File: src/rtl/cmdport_wdt_pkg.sv
package cmdport_wdt_pkg;
  timeunit 1ns;
  timeprecision 1ps;

  localparam logic [7:0] OP_IDENT   = 8'h30;
  localparam logic [7:0] OP_INDEXED = 8'h89;
  localparam logic [7:0] OP_START   = 8'h28;
  localparam logic [7:0] OP_STOP    = 8'h29;
  localparam logic [7:0] OP_REFRESH = 8'h2A;

  localparam logic [7:0] IX_GRACE_HI = 8'h58;
  localparam logic [7:0] IX_GRACE_LO = 8'h59;
  localparam logic [7:0] IX_LIMIT_HI = 8'h5E;
  localparam logic [7:0] IX_LIMIT_LO = 8'h5F;

  localparam logic [7:0] IDENT_BYTE = 8'h95;

  typedef enum logic [1:0] {TM_IDLE, TM_GRACE, TM_ARMED} tm_state_e;
  typedef enum logic [1:0] {IX_NONE, IX_WANT_INDEX, IX_WANT_VALUE} ix_state_e;

  typedef struct packed {
    logic start;
    logic stop;
    logic refresh;
  } tm_cmd_t;
endpackage

File: src/rtl/cmdport_wdt_port.sv
module cmdport_wdt_port #(
  parameter int DATA_W = 8
) (
  input  logic              clk,
  input  logic              rst_n,
  input  logic              req_valid,
  output logic              req_ready,
  input  logic              req_write,
  input  logic              req_addr,
  input  logic [DATA_W-1:0] req_wdata,
  output logic              rsp_valid,
  input  logic              rsp_ready,
  output logic [DATA_W-1:0] rsp_rdata,
  input  logic [DATA_W-1:0] data_rd_byte,
  output logic              acc_fire,
  output logic              acc_write,
  output logic              acc_addr,
  output logic [DATA_W-1:0] acc_wdata
);
  timeunit 1ns;
  timeprecision 1ps;

  logic              pend_q;
  logic [DATA_W-1:0] rdata_q;

  assign req_ready = ~pend_q;
  assign acc_fire  = req_valid & req_ready;
  assign acc_write = req_write;
  assign acc_addr  = req_addr;
  assign acc_wdata = req_wdata;
  assign rsp_valid = pend_q;
  assign rsp_rdata = rdata_q;

  always_ff @(posedge clk or negedge rst_n) begin
    if (!rst_n) begin
      pend_q  <= 1'b0;
      rdata_q <= '0;
    end else if (acc_fire && !req_write) begin
      pend_q  <= 1'b1;
      rdata_q <= req_addr ? '0 : data_rd_byte;
    end else if (pend_q && rsp_ready) begin
      pend_q <= 1'b0;
    end
  end
endmodule

File: src/rtl/cmdport_wdt_decode.sv
module cmdport_wdt_decode
  import cmdport_wdt_pkg::*;
#(
  parameter int DATA_W = 8,
  localparam int DLY_W = 2 * DATA_W
) (
  input  logic              clk,
  input  logic              rst_n,
  input  logic              acc_fire,
  input  logic              acc_write,
  input  logic              acc_addr,
  input  logic [DATA_W-1:0] acc_wdata,
  output logic [DATA_W-1:0] data_rd_byte,
  output logic [DLY_W-1:0]  grace_dly,
  output logic [DLY_W-1:0]  limit_dly,
  output tm_cmd_t           tm_cmd
);
  timeunit 1ns;
  timeprecision 1ps;

  logic              op_wr;
  logic              dat_wr;
  logic              ident_q;
  ix_state_e         ix_q;
  logic [DATA_W-1:0] index_q;
  logic              val_wr;

  assign op_wr  = acc_fire & acc_write & acc_addr;
  assign dat_wr = acc_fire & acc_write & ~acc_addr;
  assign val_wr = dat_wr & (ix_q == IX_WANT_VALUE);

  assign tm_cmd.start   = op_wr & (acc_wdata == DATA_W'(OP_START));
  assign tm_cmd.stop    = op_wr & (acc_wdata == DATA_W'(OP_STOP));
  assign tm_cmd.refresh = op_wr & (acc_wdata == DATA_W'(OP_REFRESH));

  assign data_rd_byte = ident_q ? DATA_W'(IDENT_BYTE) : '0;

  always_ff @(posedge clk or negedge rst_n) begin
    if (!rst_n) begin
      ident_q <= 1'b0;
      ix_q    <= IX_NONE;
      index_q <= '0;
    end else if (op_wr) begin
      ident_q <= (acc_wdata == DATA_W'(OP_IDENT));
      ix_q    <= (acc_wdata == DATA_W'(OP_INDEXED)) ? IX_WANT_INDEX : IX_NONE;
    end else if (dat_wr) begin
      unique case (ix_q)
        IX_WANT_INDEX: begin
          index_q <= acc_wdata;
          ix_q    <= IX_WANT_VALUE;
        end
        IX_WANT_VALUE: ix_q <= IX_NONE;
        default:       ix_q <= IX_NONE;
      endcase
    end
  end

  // One register per delay; g=0 grace (enable), g=1 limit (reset).
  for (genvar g = 0; g < 2; g++) begin : g_dly
    localparam logic [7:0] HI_IX = (g == 0) ? IX_GRACE_HI : IX_LIMIT_HI;
    localparam logic [7:0] LO_IX = (g == 0) ? IX_GRACE_LO : IX_LIMIT_LO;
    logic [DLY_W-1:0] dly_q;

    always_ff @(posedge clk or negedge rst_n) begin
      if (!rst_n) begin
        dly_q <= '0;
      end else if (val_wr && index_q == DATA_W'(HI_IX)) begin
        dly_q[DLY_W-1:DATA_W] <= acc_wdata;
      end else if (val_wr && index_q == DATA_W'(LO_IX)) begin
        dly_q[DATA_W-1:0] <= acc_wdata;
      end
    end
  end

  assign grace_dly = g_dly[0].dly_q;
  assign limit_dly = g_dly[1].dly_q;
endmodule

File: src/rtl/cmdport_wdt_timer.sv
module cmdport_wdt_timer
  import cmdport_wdt_pkg::*;
#(
  parameter int DLY_W = 16
) (
  input  logic             clk,
  input  logic             rst_n,
  input  logic             tick,
  input  tm_cmd_t          tm_cmd,
  input  logic [DLY_W-1:0] grace_dly,
  input  logic [DLY_W-1:0] limit_dly,
  output logic             active,
  output logic             rst_req,
  output logic             timed_out
);
  timeunit 1ns;
  timeprecision 1ps;

  tm_state_e        st_q;
  logic [DLY_W-1:0] cnt_q;
  logic             last_tick;

  assign last_tick = (cnt_q <= DLY_W'(1));
  assign active    = (st_q != TM_IDLE);

  always_ff @(posedge clk or negedge rst_n) begin
    if (!rst_n) begin
      st_q      <= TM_IDLE;
      cnt_q     <= '0;
      rst_req   <= 1'b0;
      timed_out <= 1'b0;
    end else begin
      rst_req <= 1'b0;
      if (tm_cmd.stop) begin
        st_q  <= TM_IDLE;
        cnt_q <= '0;
      end else if (tm_cmd.start) begin
        timed_out <= 1'b0;
        if (grace_dly == '0) begin
          st_q  <= TM_ARMED;
          cnt_q <= limit_dly;
        end else begin
          st_q  <= TM_GRACE;
          cnt_q <= grace_dly;
        end
      end else if (tm_cmd.refresh && st_q == TM_ARMED) begin
        cnt_q <= limit_dly;
      end else if (tick) begin
        unique case (st_q)
          TM_GRACE: begin
            if (last_tick) begin
              st_q  <= TM_ARMED;
              cnt_q <= limit_dly;
            end else begin
              cnt_q <= cnt_q - DLY_W'(1);
            end
          end
          TM_ARMED: begin
            if (last_tick) begin
              st_q      <= TM_IDLE;
              cnt_q     <= '0;
              rst_req   <= 1'b1;
              timed_out <= 1'b1;
            end else begin
              cnt_q <= cnt_q - DLY_W'(1);
            end
          end
          default: cnt_q <= '0;
        endcase
      end
    end
  end
endmodule

File: src/rtl/cmdport_wdt.sv
module cmdport_wdt
  import cmdport_wdt_pkg::*;
#(
  parameter int DATA_W = 8,
  localparam int DLY_W = 2 * DATA_W
) (
  input  logic              clk,
  input  logic              rst_n,
  input  logic              tick_100ms,
  input  logic              req_valid,
  output logic              req_ready,
  input  logic              req_write,
  input  logic              req_addr,
  input  logic [DATA_W-1:0] req_wdata,
  output logic              rsp_valid,
  input  logic              rsp_ready,
  output logic [DATA_W-1:0] rsp_rdata,
  output logic              wdt_active,
  output logic              wdt_rst_req,
  output logic              wdt_timeout
);
  timeunit 1ns;
  timeprecision 1ps;

  logic              acc_fire;
  logic              acc_write;
  logic              acc_addr;
  logic [DATA_W-1:0] acc_wdata;
  logic [DATA_W-1:0] data_rd_byte;
  logic [DLY_W-1:0]  grace_dly;
  logic [DLY_W-1:0]  limit_dly;
  tm_cmd_t           tm_cmd;

  cmdport_wdt_port #(.DATA_W(DATA_W)) u_port (
    .clk          (clk),
    .rst_n        (rst_n),
    .req_valid    (req_valid),
    .req_ready    (req_ready),
    .req_write    (req_write),
    .req_addr     (req_addr),
    .req_wdata    (req_wdata),
    .rsp_valid    (rsp_valid),
    .rsp_ready    (rsp_ready),
    .rsp_rdata    (rsp_rdata),
    .data_rd_byte (data_rd_byte),
    .acc_fire     (acc_fire),
    .acc_write    (acc_write),
    .acc_addr     (acc_addr),
    .acc_wdata    (acc_wdata)
  );

  cmdport_wdt_decode #(.DATA_W(DATA_W)) u_decode (
    .clk          (clk),
    .rst_n        (rst_n),
    .acc_fire     (acc_fire),
    .acc_write    (acc_write),
    .acc_addr     (acc_addr),
    .acc_wdata    (acc_wdata),
    .data_rd_byte (data_rd_byte),
    .grace_dly    (grace_dly),
    .limit_dly    (limit_dly),
    .tm_cmd       (tm_cmd)
  );

  cmdport_wdt_timer #(.DLY_W(DLY_W)) u_timer (
    .clk       (clk),
    .rst_n     (rst_n),
    .tick      (tick_100ms),
    .tm_cmd    (tm_cmd),
    .grace_dly (grace_dly),
    .limit_dly (limit_dly),
    .active    (wdt_active),
    .rst_req   (wdt_rst_req),
    .timed_out (wdt_timeout)
  );
endmodule

File: config.mk
export PLATFORM = sky130hd
export DESIGN_NAME = cmdport_wdt
export DESIGN_NICKNAME = d
export VERILOG_FILES = /design/src/rtl/cmdport_wdt_pkg.sv /design/src/rtl/cmdport_wdt_port.sv /design/src/rtl/cmdport_wdt_decode.sv /design/src/rtl/cmdport_wdt_timer.sv /design/src/rtl/cmdport_wdt.sv
export SDC_FILE = /design/constraint.sdc
export NUM_CORES = 1
export LEC_CHECK = 0
export CORE_ASPECT_RATIO = 0.5
export CORE_UTILIZATION = 35
export CTS_CLUSTER_SIZE = 24
export DETAILED_ROUTE_END_ITERATION = 16
export DONT_BUFFER_PORTS = 1
export GPL_ROUTABILITY_DRIVEN = 0
export PLACE_DENSITY = 0.45
export SKIP_LAST_GASP = 1
export SLEW_MARGIN = 15
export SYNTH_ARGS = -nofsm -noshare
export SYNTH_HDL_FRONTEND = slang
export SYNTH_SLANG_ARGS = --single-unit
File: constraint.sdc
create_clock -name clk -period 4.75 [get_ports clk]
set_input_delay 0.95 -clock clk [delete_from_list [all_inputs] [get_ports clk]]
set_output_delay 0.95 -clock clk [all_outputs]
set_load 0.01 [all_outputs]
After elaboration in Yosys (flattened, before gate mapping)
Cells that the tools add are included.
{"block": "classes", "n_addsub": 1, "order_cmp": 1, "eq_ne": 17, "n_mux": 35, "bitwise": 14, "reduce_logical": 23}
{"cell": "$mux W16", "n": 7}
{"cell": "$eq A8 B6 Y1 const B", "n": 4}
{"cell": "$eq A8 B7 Y1 const B", "n": 4}
{"cell": "$pmux W16 S2", "n": 1}
{"cell": "$mux W2", "n": 10}
{"cell": "$le A16 B1 Y1 const B", "n": 1}
{"cell": "$logic_not A16 Y1", "n": 1}
{"cell": "$mux W8", "n": 2}
{"cell": "$sub A16 B1 Y16 const B", "n": 1}
{"cell": "$mux W1", "n": 14}
{"cell": "$reduce_bool A2 Y1", "n": 6}
{"cell": "$reduce_and A5 Y1", "n": 2}
{"cell": "$and A1 B1 Y1", "n": 8}
{"cell": "$eq A8 B8 Y1 const B", "n": 1}
{"cell": "$ne A4 B3 Y1 const B", "n": 2}
{"cell": "$reduce_bool A4 Y1", "n": 2}
{"cell": "$logic_and A1 B1 Y1", "n": 7}
{"cell": "$not A1 Y1", "n": 6}
{"cell": "$eq A2 B1 Y1 const B", "n": 2}
{"cell": "$eq A2 B2 Y1 const B", "n": 2}
{"cell": "$pmux W2 S2", "n": 1}
{"cell": "$reduce_and A2 Y1", "n": 2}
{"cell": "$ne A3 B3 Y1 const B", "n": 1}
{"cell": "$reduce_and A3 Y1", "n": 1}
{"cell": "other kinds (3)", "n": 3}
{"block": "word_totals", "regBits": 72, "in_bits": 15, "out_inout_bits": 13, "word_cells": 104}

Depth between registers and ports, before layout
{"block": "depth", "depth_word": 9, "mapped_depth": 10}

Cells and area by module
From an unflattened synthesis, not the netlist that was laid out.
{"block": "hier_totals", "cells_unflattened": 352, "area_unflattened_um2": 3972.6}
{"mod": "cmdport_wdt_decode", "instances": 1, "cells_per_inst": 122, "area_per_inst_um2": 1883.1, "seq_area_each_um2": 1076.0}
{"mod": "cmdport_wdt_timer", "instances": 1, "cells_per_inst": 191, "area_per_inst_um2": 1610.3, "seq_area_each_um2": 500.5}
{"mod": "cmdport_wdt_port", "instances": 1, "cells_per_inst": 39, "area_per_inst_um2": 479.2, "seq_area_each_um2": 225.2}

Worst setup path after synthesis
No wires, ideal clock.
{"block": "synth_timing", "path_type": "input-to-reg", "from": "input req_wdata[7]", "to": "register u_timer.cnt_q[0]", "arrival_time_ps": 2630, "t_required_ps": 4628, "setup_slack_ps": 1998, "cell_stages": 6, "path_buffers": 1, "cell_sequence": "nor3b_1 nand2_1 or4b_2 a21o_1 clkbuf_1 a32o_1"}
{"block": "synth_between", "elab_chain_len": 6, "word_cells_on_any_way": 11, "cone_classes": "eq/ne (3); mux (3); bitwise (3); reduce/logical (2)"}
{"item": "from (decl)", "line": "cmdport_wdt.sv:14", "source": "input logic [DATA_W-1:0] req_wdata,"}
{"item": "$eq A8 B6 Y1", "line": "cmdport_wdt_decode.sv:34", "source": "assign tm_cmd.refresh = op_wr & (acc_wdata == DATA_W'(OP_REFRESH));"}
{"item": "$and A1 B1 Y1", "line": "cmdport_wdt_decode.sv:34"}
{"item": "$logic_and A1 B1 Y1", "line": "cmdport_wdt_timer.sv:46", "source": "end else if (tm_cmd.refresh && st_q == TM_ARMED) begin"}
{"item": "$mux W16", "line": "cmdport_wdt_timer.sv:46"}
{"item": "$mux W16", "line": "cmdport_wdt_timer.sv:37", "source": "end else if (tm_cmd.start) begin"}
{"item": "$mux W16", "line": "cmdport_wdt_timer.sv:34", "source": "if (tm_cmd.stop) begin"}
{"item": "to (signal assigned)", "line": "cmdport_wdt_timer.sv:41", "source": "cnt_q <= limit_dly;"}
{"item": "to (signal assigned)", "line": "cmdport_wdt_timer.sv:44", "source": "cnt_q <= grace_dly;"}
{"item": "to (signal assigned)", "line": "cmdport_wdt_timer.sv:47", "source": "cnt_q <= limit_dly;"}
{"item": "to (decl)", "line": "cmdport_wdt_timer.sv:20", "source": "logic [DLY_W-1:0] cnt_q;"}
Parallel ways exist; a longest one is shown, timed or not.
A chain may end at the register's enable or synchronous reset.

Worst setup path after layout
{"block": "layout_timing", "from": "input req_wdata[7]", "to": "register u_timer.cnt_q[7]"}
The elaborated chain is that of the path after synthesis.

==> impl_metrics.ini <==
[status]
status = completed

[yosys]
yosysTopAreaCellShare = 0.444
synth.distinct_cells = 58
syn_area_um2 = 3660
synthSimpleGateAreaFrac = 0.195
ys_top_cells_by_area = dfrtp_1, mux2_2, nand2_1, nor2_1, nor4_1
synth-seq-cells = 65
ys_seq_area_frac = 0.444
synth_edf_count = 0
avgSynthCellArea_um2 = 10.0
synthAdderAreaFrac = 0.0198
synth.most_common_cell = dfrtp_1
synth_compound_area_frac = 0.138
ys_warn_count = 0
synth_xor_area_frac = 0.0263
synth_top_family_by_area = simple AND/OR/NAND/NOR gates
ys.flop_type = dfrtp_1
yosysTopAreaCell = dfrtp_1
postSynthCellCount = 366
synthArstFlopShare = 1.00
muxShareOfSynthArea = 0.126
synth_common_cells = dfrtp_1, mux2_2, nand2_1

[final_layout]
antennaDiodeCount = 0
final_cells = 496
fill_cells = 957
finalNetCount = 376
drive_gt1_frac = 0.177
syn_to_final_growth_pct = 10.4

[detailed_routing]
ant_nets = 0
vias = 2858
via_per_inst = 5.76
drtIter0Drc = 217
drc = 0
wl_per_cell_um = 20.6
wl_um = 10200
first_pass_iters = 4

[floorplanning]
die_h_um = 74.3
start_util = 0.374
fp.coreArea_um2 = 9790
ios = 28
fp.dieArea_um2 = 10900
row_count = 25
die_w_um = 147

[global_routing]
grt-ovfl-total = 0
grt_usage = 0.207
grt_pass1_vias = 2842
grt_max_degree = 66
grt_pass1_wl_um = 16500
grt_antenna_before_repair = 0

[worst_hold_path]
hold_class = in -> async

[timing]
setup_tns_ps = 0
drv_slew = 0
setup_violations = 0
finalHoldViolations = 0
worst_pin_slew_ps = 989
slew_headroom = 0.339
skew_ps = 3.72
period_needed_ps = 2780
grt_setup_unrepaired = no
clock.fmax_mhz = 359
period_share = 0.586

[cts]
cts_hold_buf = 0
cts_buffer_depth = 2
root_buffer = clkbuf_16
numCtsBuffers = 9
htree_levels = 3
clk_pin_slew_worst_paths_ps = 50
post_cts_resized = 0
cts_tree = built
cts.sinks = 65
clk_latency_ps = 330
cts_setup_buffers = 0

[place]
place_inst = 480
port_buffers = 0
hpwl_um = 7160

[setup_path]
crit_type = in -> reg
critPathBufInv = 0
required_ps = 4950
critPathMaxFanout = 9
cp_common_cell = nand2_1
cp_slowest_cell = nor4_1
cp_slowest_stage_delay_ps = 560
start_kind = input pin
worstPathArrival_ps = 2990
cp_top_family = simple AND/OR/NAND/NOR gates
crit_chain = nor3b_1 > nand2_1 > nor4_1 > nand2_1 > o21ai_0 > o31ai_1
end_kind = flip-flop

[power_and_ir_drop]
power.density_nw_per_um2 = 574
internal-power_mw = 1.46
p_sw_mw = 0.864
seqPwrFrac = 0.300
comb_power_share = 0.391
power_frac_clock = 0.309
leakage_nw = 1.83
peakVddDrop_mv = 0.185
swShare = 0.372

[run]
cap_violations = 0
==> metrics by stage <==
stage	total power, mW	cell area (um^2)	utilization	worst slack, ps	hold slack, ps
final	2.32	4040	0.413	1970	307
after global routing	2.47	4040	0.413	1830	289
after floorplan	1.46	3670	-	2000	450
after global placement	1.59	3710	0.379	1750	471
after CTS	2.33	4040	0.412	2020	293
after detailed placement	1.59	3710	0.379	1720	470
==> per-layer routing <==
layer,up-vias,track usage,part of all wire
li1,1337,-,-
met1,1440,0.300,0.52
met2,73,0.300,0.41
met3,8,0.0607,0.068
met4,0,0.0532,0.0066
met5,-,0,0
==> power groups by stage <==
stage	sequential (mW)	clock, mW	combinational, mW
after floorplan	0.672	0	0.787
after global placement	0.700	0	0.891
after detailed placement	0.703	0	0.889
after CTS	0.694	0.733	0.898
after global routing	0.708	0.755	1.00
final	0.696	0.717	0.908
==> cell type report <==
class                   count  area [um^2]  share of cell area
inverters                  10         37.5             0.00929
flip-flops and latches     65         1630               0.403
repair buffers              2         15.0             0.00372
well taps                 135          169              0.0418
clock buffers              12          246              0.0610
clock inverters             4         76.3              0.0189
multi-input cells         268         1870               0.463
==> worst register-to-register path, stage by stage (launching register included) <==
cell	delay (ps)
dfrtp_1	460
or4_4	590
nor4b_4	370
and2_4	430
nor3_1	140
a311o_1	360
a32o_1	250
==> layout by cell type (no fill, tap or decap), types with 4 or more instances in the layout <==
cell type and instances:
nand2_1 35, nand3_1 10, a32o_1 4, nor2_1 29
dfrtp_1 65, nor4_1 16, inv_1 10, nor3_1 11
mux2_2 40, o22ai_1 5, a21o_1 4, clkbuf_16 9
a21oi_1 6, ha_1 5, xnor2_1 8, o31ai_1 11
conb_1 4, nand4_1 7, a311oi_1 7, o21ai_0 15
==> cells by family after synthesis <==
logic type / count (synthesis)
AND/OR/NAND/NOR: 135
AO/OA/AOI/OAI: 71
flip-flops: 65
multiplexers: 41
buffers and inverters: 36
XOR/XNOR: 11
adder cells (fa/ha/maj): 6
other: 1
==> flip-flops by register name, summed over array words and instances, names as in the netlist <==
| signal | cells |
|---|---|
| u_decode.grace_dly | 16 |
| u_decode.ident_q | 1 |
| u_decode.index_q | 8 |
| u_decode.ix_q | 2 |
| u_decode.limit_dly | 16 |
| u_port.rsp_rdata | 1 |
| u_port.rsp_valid | 1 |
| u_timer.cnt_q | 16 |
| u_timer.rst_req | 1 |
| u_timer.st_q | 2 |
| u_timer.timed_out | 1 |
==> worst paths after layout <==
path / start / end / slack (ps) / cells after the start
max in group asynchronous: rst_n / u_timer.cnt_q[6]$_DFFE_PN0P_ / 4320 / 0
setup reg to reg: u_timer.cnt_q[4]$_DFFE_PN0P_ / u_timer.cnt_q[8]$_DFFE_PN0P_ / 2030 / 6
hold reg to reg: u_decode.ix_q[1]$_DFFE_PN0P_ / u_decode.ix_q[1]$_DFFE_PN0P_ / 480 / 2
setup / recovery: req_wdata[7] / u_timer.cnt_q[7]$_DFFE_PN0P_ / 1970 / 6
min in group clk: u_decode.ix_q[1]$_DFFE_PN0P_ / u_decode.ix_q[1]$_DFFE_PN0P_ / 480 / 2
hold / removal: rst_n / u_decode.index_q[7]$_DFFE_PN0P_ / 310 / 0
(Power assumes the default switching activity.)
